--- config.mk ---
export PLATFORM = sky130hd
export DESIGN_NAME = spi_reg_master
export DESIGN_NICKNAME = d
export VERILOG_FILES = /design/src/rtl/spi_ctl_pkg.sv /design/src/rtl/spi_word_fifo.sv /design/src/rtl/spi_shift_engine.sv /design/src/rtl/spi_reg_master.sv
export SDC_FILE = /design/constraint.sdc
export NUM_CORES = 1
export LEC_CHECK = 0
export ABC_AREA = 1
export BUFFER_PORTS_ARGS = -buffer_cell sky130_fd_sc_hd__clkbuf_2
export CAP_MARGIN = 25
export CORE_ASPECT_RATIO = 0.5
export CORE_MARGIN = 2
export CORE_UTILIZATION = 40
export CTS_BUF_LIST = sky130_fd_sc_hd__clkbuf_8
export DETAILED_ROUTE_END_ITERATION = 7
export GPL_ROUTABILITY_DRIVEN = 0
export SYNTH_ARGS = -nofsm -noshare
export SYNTH_HDL_FRONTEND = slang
export SYNTH_HIERARCHICAL = 1
export SYNTH_SLANG_ARGS = --single-unit
--- constraint.sdc ---
create_clock -name clk_i -period 4.7 [get_ports clk_i]
set_input_delay 0.47 -clock clk_i [delete_from_list [all_inputs] [get_ports clk_i]]
set_output_delay 0.47 -clock clk_i [all_outputs]
set_load 0.01 [all_outputs]
--- src/rtl/spi_ctl_pkg.sv ---
package spi_ctl_pkg;
  localparam int NUM_CS = 4;

  localparam logic [9:0] OFS_CMD  = 10'h000;
  localparam logic [9:0] OFS_XSTS = 10'h010;
  localparam logic [9:0] OFS_FSTS = 10'h014;
  localparam logic [9:0] OFS_TXP  = 10'h108;
  localparam logic [9:0] OFS_RXP  = 10'h188;

  localparam int B_GO    = 31;
  localparam int B_READY = 30;

  typedef struct packed {
    logic       master;
    logic       cpol;
    logic       cpha;
    logic [1:0] cs_sel;
    logic       cs_sw;
    logic       cs_lvl;
    logic       rx_en;
    logic       tx_en;
    logic [4:0] len_m1;
  } cmd_t;

  typedef struct packed {
    logic err;
    logic tx_ovf;
    logic tx_unr;
    logic rx_ovf;
    logic rx_unr;
  } sticky_t;
endpackage

--- src/rtl/spi_word_fifo.sv ---
module spi_word_fifo #(
  parameter int W     = 32,
  parameter int DEPTH = 4
) (
  input  logic         clk_i,
  input  logic         rst_ni,
  input  logic         push_i,
  input  logic [W-1:0] data_i,
  input  logic         pop_i,
  output logic [W-1:0] head_o,
  output logic         full_o,
  output logic         empty_o
);
  localparam int AW = (DEPTH > 1) ? $clog2(DEPTH) : 1;

  logic [W-1:0]  mem_q [DEPTH];
  logic [AW-1:0] wp_q, rp_q;
  logic [AW:0]   cnt_q;

  wire do_push = push_i && !full_o;
  wire do_pop  = pop_i && !empty_o;

  assign full_o  = cnt_q == (AW+1)'(DEPTH);
  assign empty_o = cnt_q == '0;
  assign head_o  = mem_q[rp_q];

  function automatic logic [AW-1:0] nxt(input logic [AW-1:0] p);
    return (p == AW'(DEPTH-1)) ? '0 : p + 1'b1;
  endfunction

  always_ff @(posedge clk_i or negedge rst_ni) begin
    if (!rst_ni) begin
      wp_q  <= '0;
      rp_q  <= '0;
      cnt_q <= '0;
      for (int i = 0; i < DEPTH; i++) mem_q[i] <= '0;
    end else begin
      if (do_push) begin
        mem_q[wp_q] <= data_i;
        wp_q        <= nxt(wp_q);
      end
      if (do_pop) rp_q <= nxt(rp_q);
      cnt_q <= cnt_q + (AW+1)'(do_push) - (AW+1)'(do_pop);
    end
  end

  // a dropped push must not change occupancy
  assert_full_holds_R8: assert property (@(posedge clk_i) disable iff (!rst_ni)
    (full_o && push_i && !pop_i) |=> full_o)
    else $error("full queue lost occupancy on dropped push");
endmodule

--- src/rtl/spi_shift_engine.sv ---
module spi_shift_engine #(
  parameter int HALF_DIV = 2
) (
  input  logic        clk_i,
  input  logic        rst_ni,
  input  logic        start_i,
  input  logic        cpol_i,
  input  logic        cpha_i,
  input  logic [4:0]  len_i,
  input  logic [31:0] tx_word_i,
  input  logic        miso_i,
  output logic        busy_o,
  output logic        done_o,
  output logic [31:0] rx_word_o,
  output logic        sck_o,
  output logic        mosi_o
);
  localparam int CW = (HALF_DIV > 1) ? $clog2(HALF_DIV) : 1;

  logic          run_q, ph_q;
  logic [CW-1:0] div_q;
  logic [6:0]    edge_q;
  logic [31:0]   tx_sr_q, rx_sr_q;

  wire       tick      = run_q && (div_q == CW'(HALF_DIV-1));
  wire [6:0] last_edge = {1'b0, len_i, 1'b0} + 7'd2;
  wire       fin       = tick && (edge_q == last_edge);
  wire       smp_edge  = tick && !fin && (edge_q[0] == cpha_i);
  // first launch is preloaded at start, so phase-1 skips edge 0
  wire       sh_edge   = tick && !fin && (edge_q[0] != cpha_i) && (edge_q != 7'd0);

  always_ff @(posedge clk_i or negedge rst_ni) begin
    if (!rst_ni) begin
      run_q   <= 1'b0;
      ph_q    <= 1'b0;
      div_q   <= '0;
      edge_q  <= '0;
      tx_sr_q <= '0;
      rx_sr_q <= '0;
    end else if (start_i && !run_q) begin
      run_q   <= 1'b1;
      ph_q    <= 1'b0;
      div_q   <= '0;
      edge_q  <= '0;
      tx_sr_q <= tx_word_i << (5'd31 - len_i);
      rx_sr_q <= '0;
    end else if (run_q) begin
      div_q <= tick ? '0 : div_q + 1'b1;
      if (tick) begin
        if (fin) run_q <= 1'b0;
        else begin
          edge_q <= edge_q + 7'd1;
          ph_q   <= ~ph_q;
        end
      end
      if (smp_edge) rx_sr_q <= {rx_sr_q[30:0], miso_i};
      if (sh_edge)  tx_sr_q <= {tx_sr_q[30:0], 1'b0};
    end
  end

  assign busy_o    = run_q;
  assign done_o    = fin;
  assign rx_word_o = rx_sr_q;
  assign sck_o     = cpol_i ^ ph_q;
  assign mosi_o    = run_q && tx_sr_q[31];

  assert_sck_idle_R4: assert property (@(posedge clk_i) disable iff (!rst_ni)
    !run_q |-> (sck_o == cpol_i))
    else $error("serial clock not at idle level");
endmodule

--- src/rtl/spi_reg_master.sv ---
module spi_reg_master
  import spi_ctl_pkg::*;
#(
  parameter int HALF_DIV = 2,
  parameter int Q_DEPTH  = 4
) (
  input  logic                clk_i,
  input  logic                rst_ni,
  input  logic                reg_valid_i,
  input  logic                reg_write_i,
  input  logic [9:0]          reg_addr_i,
  input  logic [31:0]         reg_wdata_i,
  output logic [31:0]         reg_rdata_o,
  output logic                sck_o,
  output logic                mosi_o,
  input  logic                miso_i,
  output logic [NUM_CS-1:0]   cs_no
);
  cmd_t    cmd_q;
  sticky_t stk_q;
  logic    start_q, ready_q;
  logic    eng_busy, eng_done;
  logic [31:0] eng_rx, tx_head, rx_head;
  logic    tx_full, tx_empty, rx_full, rx_empty;

  wire wr      = reg_valid_i && reg_write_i;
  wire rd      = reg_valid_i && !reg_write_i;
  wire cmd_wr  = wr && (reg_addr_i == OFS_CMD);
  wire xsts_wr = wr && (reg_addr_i == OFS_XSTS);
  wire fsts_wr = wr && (reg_addr_i == OFS_FSTS);
  wire busy    = start_q || eng_busy;

  wire tx_push = wr && (reg_addr_i == OFS_TXP);
  wire tx_pop  = start_q && cmd_q.tx_en;
  wire rx_push = eng_done && cmd_q.rx_en;
  wire rx_pop  = rd && (reg_addr_i == OFS_RXP);

  wire ev_tx_ovf = tx_push && tx_full;
  wire ev_tx_unr = tx_pop && tx_empty;
  wire ev_rx_ovf = rx_push && rx_full;
  wire ev_rx_unr = rx_pop && rx_empty;
  wire ev_any    = ev_tx_ovf || ev_tx_unr || ev_rx_ovf || ev_rx_unr;

  wire [31:0] tx_word = (cmd_q.tx_en && !tx_empty) ? tx_head : 32'h0;

  always_ff @(posedge clk_i or negedge rst_ni) begin
    if (!rst_ni) begin
      cmd_q   <= '0;
      start_q <= 1'b0;
      ready_q <= 1'b0;
      stk_q   <= '0;
    end else begin
      // whole command write is dropped while a transfer is pending or running
      if (cmd_wr && !busy)
        cmd_q <= '{master: reg_wdata_i[30], cpol: reg_wdata_i[29], cpha: reg_wdata_i[28],
                   cs_sel: reg_wdata_i[27:26], cs_sw: reg_wdata_i[21], cs_lvl: reg_wdata_i[20],
                   rx_en: reg_wdata_i[12], tx_en: reg_wdata_i[11], len_m1: reg_wdata_i[4:0]};
      start_q <= cmd_wr && reg_wdata_i[B_GO] && !busy;
      // set wins over a same-cycle clear
      ready_q <= eng_done || (ready_q && !(xsts_wr && reg_wdata_i[B_READY]));
      stk_q.err    <= ev_any    || (stk_q.err    && !(fsts_wr && reg_wdata_i[8]));
      stk_q.tx_ovf <= ev_tx_ovf || (stk_q.tx_ovf && !(fsts_wr && reg_wdata_i[7]));
      stk_q.tx_unr <= ev_tx_unr || (stk_q.tx_unr && !(fsts_wr && reg_wdata_i[6]));
      stk_q.rx_ovf <= ev_rx_ovf || (stk_q.rx_ovf && !(fsts_wr && reg_wdata_i[5]));
      stk_q.rx_unr <= ev_rx_unr || (stk_q.rx_unr && !(fsts_wr && reg_wdata_i[4]));
    end
  end

  spi_word_fifo #(.W(32), .DEPTH(Q_DEPTH)) u_txq (
    .clk_i, .rst_ni, .push_i(tx_push), .data_i(reg_wdata_i), .pop_i(tx_pop),
    .head_o(tx_head), .full_o(tx_full), .empty_o(tx_empty));

  spi_word_fifo #(.W(32), .DEPTH(Q_DEPTH)) u_rxq (
    .clk_i, .rst_ni, .push_i(rx_push), .data_i(eng_rx), .pop_i(rx_pop),
    .head_o(rx_head), .full_o(rx_full), .empty_o(rx_empty));

  spi_shift_engine #(.HALF_DIV(HALF_DIV)) u_eng (
    .clk_i, .rst_ni, .start_i(start_q), .cpol_i(cmd_q.cpol), .cpha_i(cmd_q.cpha),
    .len_i(cmd_q.len_m1), .tx_word_i(tx_word), .miso_i, .busy_o(eng_busy),
    .done_o(eng_done), .rx_word_o(eng_rx), .sck_o, .mosi_o);

  always_comb begin
    unique case (reg_addr_i)
      OFS_CMD:  reg_rdata_o = {busy, cmd_q.master, cmd_q.cpol, cmd_q.cpha, cmd_q.cs_sel,
                               4'b0, cmd_q.cs_sw, cmd_q.cs_lvl, 7'b0, cmd_q.rx_en,
                               cmd_q.tx_en, 6'b0, cmd_q.len_m1};
      OFS_XSTS: reg_rdata_o = {1'b0, ready_q, 30'b0};
      OFS_FSTS: reg_rdata_o = {23'b0, stk_q.err, stk_q.tx_ovf, stk_q.tx_unr, stk_q.rx_ovf,
                               stk_q.rx_unr, tx_full, tx_empty, rx_full, rx_empty};
      OFS_RXP:  reg_rdata_o = rx_empty ? 32'h0 : rx_head;
      default:  reg_rdata_o = 32'h0;
    endcase
  end

  wire cs_on = cmd_q.cs_sw ? !cmd_q.cs_lvl : eng_busy;

  for (genvar g = 0; g < NUM_CS; g++) begin : g_cs
    assign cs_no[g] = !(cs_on && (cmd_q.cs_sel == 2'(g)));
  end

  assert_cmd_locked_R13: assert property (@(posedge clk_i) disable iff (!rst_ni)
    (busy && cmd_wr) |=> $stable(cmd_q))
    else $error("command changed during transfer");

  assert_ready_set_R5: assert property (@(posedge clk_i) disable iff (!rst_ni)
    eng_done |=> ready_q)
    else $error("ready flag missing after completion");

  assert_err_summary_R12: assert property (@(posedge clk_i) disable iff (!rst_ni)
    ev_any |=> stk_q.err)
    else $error("error summary not raised");

  assert_hw_cs_single_R6: assert property (@(posedge clk_i) disable iff (!rst_ni)
    (eng_busy && !cmd_q.cs_sw) |-> ($countones(~cs_no) == 1))
    else $error("hardware chip select not unique during transfer");
endmodule

Word-level counts from Yosys, hierarchy flattened
Index checks and enable logic that the tools add are counted.
- add/sub/neg operators: 12
- shifts and indexed selects: 1
- multipliers: 0
- eq/ne operators: 17
- $lt $le $gt $ge: 6
- div/mod/pow operators: 0
- multiplexer cells: 41
- reductions and logical operators: 88
- bitwise operators: 6
- operators with widths (cell ; number):
    two-way mux 32 bit ; 14
    bitwise mux 128 bit ; 2
    binary-select mux 32 bit (select 2 bit) ; 2
    demux 32 bit (select 2 bit) ; 2
    case mux 32 bit (4 select lines) ; 1
    logical AND 1 bit ; 47
    left shift 32 x 5 -> 32 bit ; 1
    two-way mux 7 bit ; 4
    equality test 10 x 5 -> 1 bit (second input constant) ; 2
    equality test 10 x 9 -> 1 bit (second input constant) ; 2
    logical NOT 1 bit ; 19
    equality test 2 bit (second input constant) ; 6
    greater-or-equal comparator 3 bit (second input constant) ; 4
    two-way mux 1 bit ; 12
    NOT 2 -> 3 bit ; 4
    logical NOT 10 bit ; 1
    logical OR 1 bit ; 10
    adder 2 x 1 -> 2 bit (second input constant) ; 4
    two-way mux 2 bit ; 4
    nonzero test 2 bit ; 4
    adder 6 x 2 -> 7 bit (second input constant) ; 1
    adder 7 x 1 -> 7 bit (second input constant) ; 1
    equality test 7 bit ; 1
    nonzero test 7 bit ; 1
    16 further kinds ; 22
- register bits: 365
- memories kept: 0
- memory bits (writable): 0
- bits in read-only memories: 0
- latch bits: 0

Depth between registers and ports, before layout
- depth after elaboration: 10
- depth in mapped cells: 19

Hierarchy
The synthesis kept the hierarchy.
- modules (own cells, without submodules) (module ; cells an instance ; times used ; area each (um2)):
    spi_word_fifo ; 863 ; 2 ; 6829.0
    spi_shift_engine ; 792 ; 1 ; 5152.4
    spi_reg_master ; 314 ; 1 ; 1905.6

Worst setup path before layout
OpenSTA, ideal clock, no wires.
- path type: reg-to-reg
- from: reg cmd_q[0] (netlist bit)
- to: reg u_rxq.cnt_q[2]
- clock period less this slack: 3.266 ns
- path slack: 1.434 ns
- data required time: 4.578 ns
- data arrival time: 3.144 ns
- stages on the path, launching flop included: 17
- buffers on the path: 2
- path through: dfrtp_1 ha_1 a21oi_1 nand2_1 nor3_2 nand4_1 inv_1 nand2_1 inv_1 buf_4 buf_2 nand2_1 ha_1 inv_1 ha_1 fa_1 xor2_1
- longest elaborated chain between the ends: 7
- RTL lines (element ; line ; text):
    start, declared ; spi_reg_master.sv:19 ; cmd_t cmd_q;
    start signal, assigned ; spi_reg_master.sv:55 ; cmd_q <= '{master: reg_wdata_i[30], cpol: reg_wdata_i[29], cpha: reg_wdata_i[28],
    adder 6 x 2 -> 7 bit ; spi_shift_engine.sv:26 ; wire [6:0] last_edge = {1'b0, len_i, 1'b0} + 7'd2;
    equality test 7 bit ; spi_shift_engine.sv:27 ; wire fin = tick && (edge_q == last_edge);
    logical AND 1 bit ; spi_shift_engine.sv:27 ;
    via eng_done ; spi_reg_master.sv:22 ; logic eng_busy, eng_done;
    logical AND 1 bit ; spi_reg_master.sv:35 ; wire rx_push = eng_done && cmd_q.rx_en;
    via rx_push ; spi_reg_master.sv:35 ;
    logical AND 1 bit ; spi_word_fifo.sv:20 ; wire do_push = push_i && !full_o;
    adder 3 x 1 -> 3 bit ; spi_word_fifo.sv:43 ; cnt_q <= cnt_q + (AW+1)'(do_push) - (AW+1)'(do_pop);
    subtractor 3 x 1 -> 3 bit ; spi_word_fifo.sv:43 ;
    end signal, assigned ; spi_word_fifo.sv:43 ;
    end, declared ; spi_word_fifo.sv:18 ; logic [AW:0] cnt_q;
The timed path passes the listed nets, and every way through them passes these cells.
A chain may end at the register's enable or synchronous reset.

Final worst setup path
Same ends and word-level chain as after synthesis.

==> metrics.md <==
| Metric | Value |
|---|---|
| Cts hold-fix bufs | 1 |
| Worst setup path class | flip-flop to flip-flop |
| Drt initial violations | 2022 |
| Psw | 0.00149 W |
| Slew Limit Fails | 0 |
| Worst-path maximum fanout | 40 |
| Average wire per standard cell | 17.2 um |
| Slowest stage cell, crit path | fa_1 |
| Post-route setup TNS | 0 ns |
| Sw Share | 24.5% |
| DR pass1 iterations | 6 |
| Main area contributors after synthesis | dfrtp_1 44%, nand2_1 19%, nand4_1 8.6% |
| DRC | 0 |
| Critical Path Start | cmd_q[0] |
| Initial Util | 40.8% |
| Mapped Cells | 2832 |
| Worst-skew pair later-pin latency | 0.64 ns |
| Worst R2R Path Depth | 17 |
| GR Util All Layers | 22.5% |
| DR vias/cell | 5.34 |
| Clock tree buffer depth | 3 |
| Yosys warnings | 6 |
| Share of total power in sequential cells | 51.9% |
| Relative slew slack | 30.9% |
| VDD IR max | 0.000162 V |
| CTS tree | built |
| Most instantiated cells after synthesis | 1043 x nand2_1, 365 x dfrtp_1, 300 x nand3_1, 285 x nand4_1, 241 x inv_1 |
| Nets | 2860 |
| Worst endpoint required time | 5.21 ns |
| Final Setup Violations | 0 |
| DIE AREA | 53700 sq um |
| Startpoint types | flip-flop |
| Crit-path cells | buf_4 -> nand3_1 -> nand2_1 -> nand2_1 -> nand2_1 -> nand2_1 -> nor2_4 -> nand4_1 -> inv_1 -> nand2_1 -> inv_4 -> nand2_1 -> ha_1 -> inv_1 -> ha_1 -> fa_1 -> xor2_1 |
| Num rows | 58 |
| Placed instance area | 21300 sq um |
| Final Power | 0.00610 W |
| Reg2Reg Capture Point | u_rxq/cnt_q[2] |
| Initial antenna violation count | 0 |
| Hold path depth | 3 |
| Top FF cell, synth | dfrtp_1 |
| Cell Int Power | 0.00460 W |
| RSZ-0062 raised after global routing | no |
| Ys async rst share | 100% |
| Setup crit end kind | flip-flop |
| Die Y | 165 um |
| Post-cts repair resize count | 0 |
| Wirelength, routed | 60.6 mm |
| Num CTS Buffers | 54 |
| Final hold violation count | 0 |
| Crit-path max cell delay | 0.40 ns |
| Die W | 326 um |
| Mean area per synthesized cell | 7.32 sq um |
| Clock share of power | 45.0% |
| Peak Freq | 269 MHz |
| Post-Syn Area | 20700 sq um |
| Number of global-route vias before repair | 17800 |
| Syn_nets | 2898 |
| Worst EP arrival | 4.23 ns |
| Pre-CTS setup slack | 1.01 ns |
| LEAKAGE | 11.6 nW |
| Crit path to | u_rxq/cnt_q[2] |
| Core ar. | 50700 sq um |
| Global route total overflow | 0 |
| Clock Sinks | 365 |
| Sequential area share after synthesis | 44.1% |
| Most frequent cell after synthesis | nand2_1 |
| Pin count of the biggest net entering global routing | 110 |
| First-pass GRT wire length | 97.9 mm |
| Detailed-route via count | 18900 |
| Worst clock skew | 0.0364 ns |
| Share of cells above drive strength 1 | 9.24% |
| Final hold slack | 0.114 ns |
| Antenna Nets Post-Route | 0 |
| Slew @ Worst Pin | 1.04 ns |
| Pwr Density | 271 nW/um^2 |
| # Post-CTS Setup Buffers | 0 |
| Status | finished clean |
| Top-level I/O count | 85 |
| Share of Yosys cell area claimed by the top area cell type | 44.1% |
| # H-tree levels | 2 |
| Period utilisation layout | 79.1% |
| Minimum clock period | 3.72 ns |
| Clock-pin slew of the registers on the worst-case setup and hold paths | 0.08 ns |
| Most used cell, CP | nand2_1 |
| Synthesis-to-layout area growth | 8.68% |
| Synth area leader | dfrtp_1 |
| R2R setup slack | 0.98 ns |
| Maxcap violations | 0 |
| N_diodes | 0 |
| PortBufs | 84 |
| Synth unique cells | 35 |
| #FFs+latches synth | 365 |
| RR Startpoint | cmd_q[0] |
| Dpl hpwl | 36.6 mm |
| Clk root buf | clkbuf_8 |
| Post-route setup slack | 0.982 ns |
| Combinational fraction of design power | 3.2% |
| HP Class | primary input to flip-flop |
| Post-synth EDFFs | 0 |
| Final Cell Area | 22500 sq um |
critical path: cells and delay by family (launching register included):
kind,cells,cell delay (ns)
adder cells (fa/ha/maj),3,0.94
flip-flops,1,0.35
AND/OR/NAND/NOR,9,1.21
buffers and inverters,4,0.91
XOR/XNOR,1,0.17
power by group through the flow:
| stage | clock network (W) | logic (W) | registers [W] |
|---|---|---|---|
| after global placement | 0 | 0.000193 | 0.00322 |
| after detailed placement | 0 | 0.000194 | 0.00322 |
| after floorplan | 0 | 0.0000609 | 0.00322 |
| after CTS | 0.00281 | 0.000195 | 0.00316 |
| after global routing | 0.00296 | 0.000221 | 0.00316 |
| final | 0.00274 | 0.000193 | 0.00316 |
cell families (layout without fill, tap and decap cells):
logic type | after synthesis | in the layout | synth area share [%]
AO/OA/AOI/OAI | 233 | 233 | 6.45
XOR/XNOR | 10 | 10 | 0.423
adder cells (fa/ha/maj) | 19 | 19 | 1.22
buffers and inverters | 470 | 475 | 9.68
flip-flops | 365 | 365 | 44.1
AND/OR/NAND/NOR | 1735 | 1735 | 38.1
flip-flops by register name (all words and copies together), names as in the netlist:
register         count
cmd_q               14
ready_q              1
start_q              1
stk_q                5
u_eng/busy_o         1
u_eng/div_q          1
u_eng/edge_q         7
u_eng/ph_q           1
u_eng/rx_word_o     32
u_eng/tx_sr_q       32
u_rxq/cnt_q          3
u_rxq/mem_q        128
u_rxq/rp_q           2
u_rxq/wp_q           2
u_txq/cnt_q          3
u_txq/mem_q        128
u_txq/rp_q           2
u_txq/wp_q           2
worst min-delay path by stage:
stage	end	start	slack, ns
final	u_txq/mem_q[17]	reg_wdata_i[17]	0.11
after global routing	u_txq/mem_q[18]	reg_wdata_i[18]	0.10
after CTS	u_txq/mem_q[17]	reg_wdata_i[17]	0.09
after detailed placement	u_rxq/mem_q[104]	u_rxq/mem_q[104]	0.45
after global placement	u_txq/mem_q[107]	u_txq/mem_q[107]	0.45
after floorplan	cmd_q[0]	rst_ni	0.17
cell type report:
| type | count | area (sq um) |
|---|---|---|
| timing repair buffer | 127 | 837 |
| tap | 690 | 863 |
| multi-input combinational | 1997 | 9600 |
| clock inverter | 28 | 156 |
| clock buffer | 71 | 977 |
| sequential | 365 | 9140 |
| inverter | 249 | 940 |
| fill | 5204 | 28200 |
per-stage QoR:
step / util [%] / instances
CTS: 44.3 / 3524
global placement: 42.0 / 3423
finish: 44.4 / 3527
detailed placement: 42.0 / 3424
floorplan: - / 2832
global route: 44.4 / 3527
per-layer routing:
| metal | track usage, % | routed length (um) | vias to the layer above |
|---|---|---|---|
| met4 | 5.74 | 1120 | 0 |
| met5 | 0 | 0 | - |
| li1 | - | - | 9251 |
| met2 | 36.4 | 27900 | 504 |
| met1 | 31.8 | 28200 | 9021 |
| met3 | 3.36 | 3470 | 75 |
cells in the final DEF (no fill, tap or decap), types with 4 or more instances in the layout:
| cell | n |
|---|---|
| nand3_2 | 11 |
| nand4_1 | 285 |
| dfrtp_1 | 361 |
| buf_12 | 4 |
| a21oi_1 | 68 |
| ha_1 | 17 |
| o21ai_0 | 92 |
| nor2_4 | 12 |
| clkbuf_8 | 71 |
| nor3_1 | 7 |
| inv_2 | 7 |
| inv_1 | 258 |
| nor2_1 | 53 |
| or2_1 | 4 |
| xor2_1 | 8 |
| nand2_1 | 1042 |
| buf_4 | 35 |
| o21ai_1 | 5 |
| nand2_4 | 4 |
| nor3_2 | 5 |
| nor2_2 | 4 |
| clkinv_2 | 7 |
| clkbuf_2 | 83 |
| nand3_1 | 300 |
| o211ai_1 | 68 |
No activity file was read; power rests on OpenSTA's default activity.
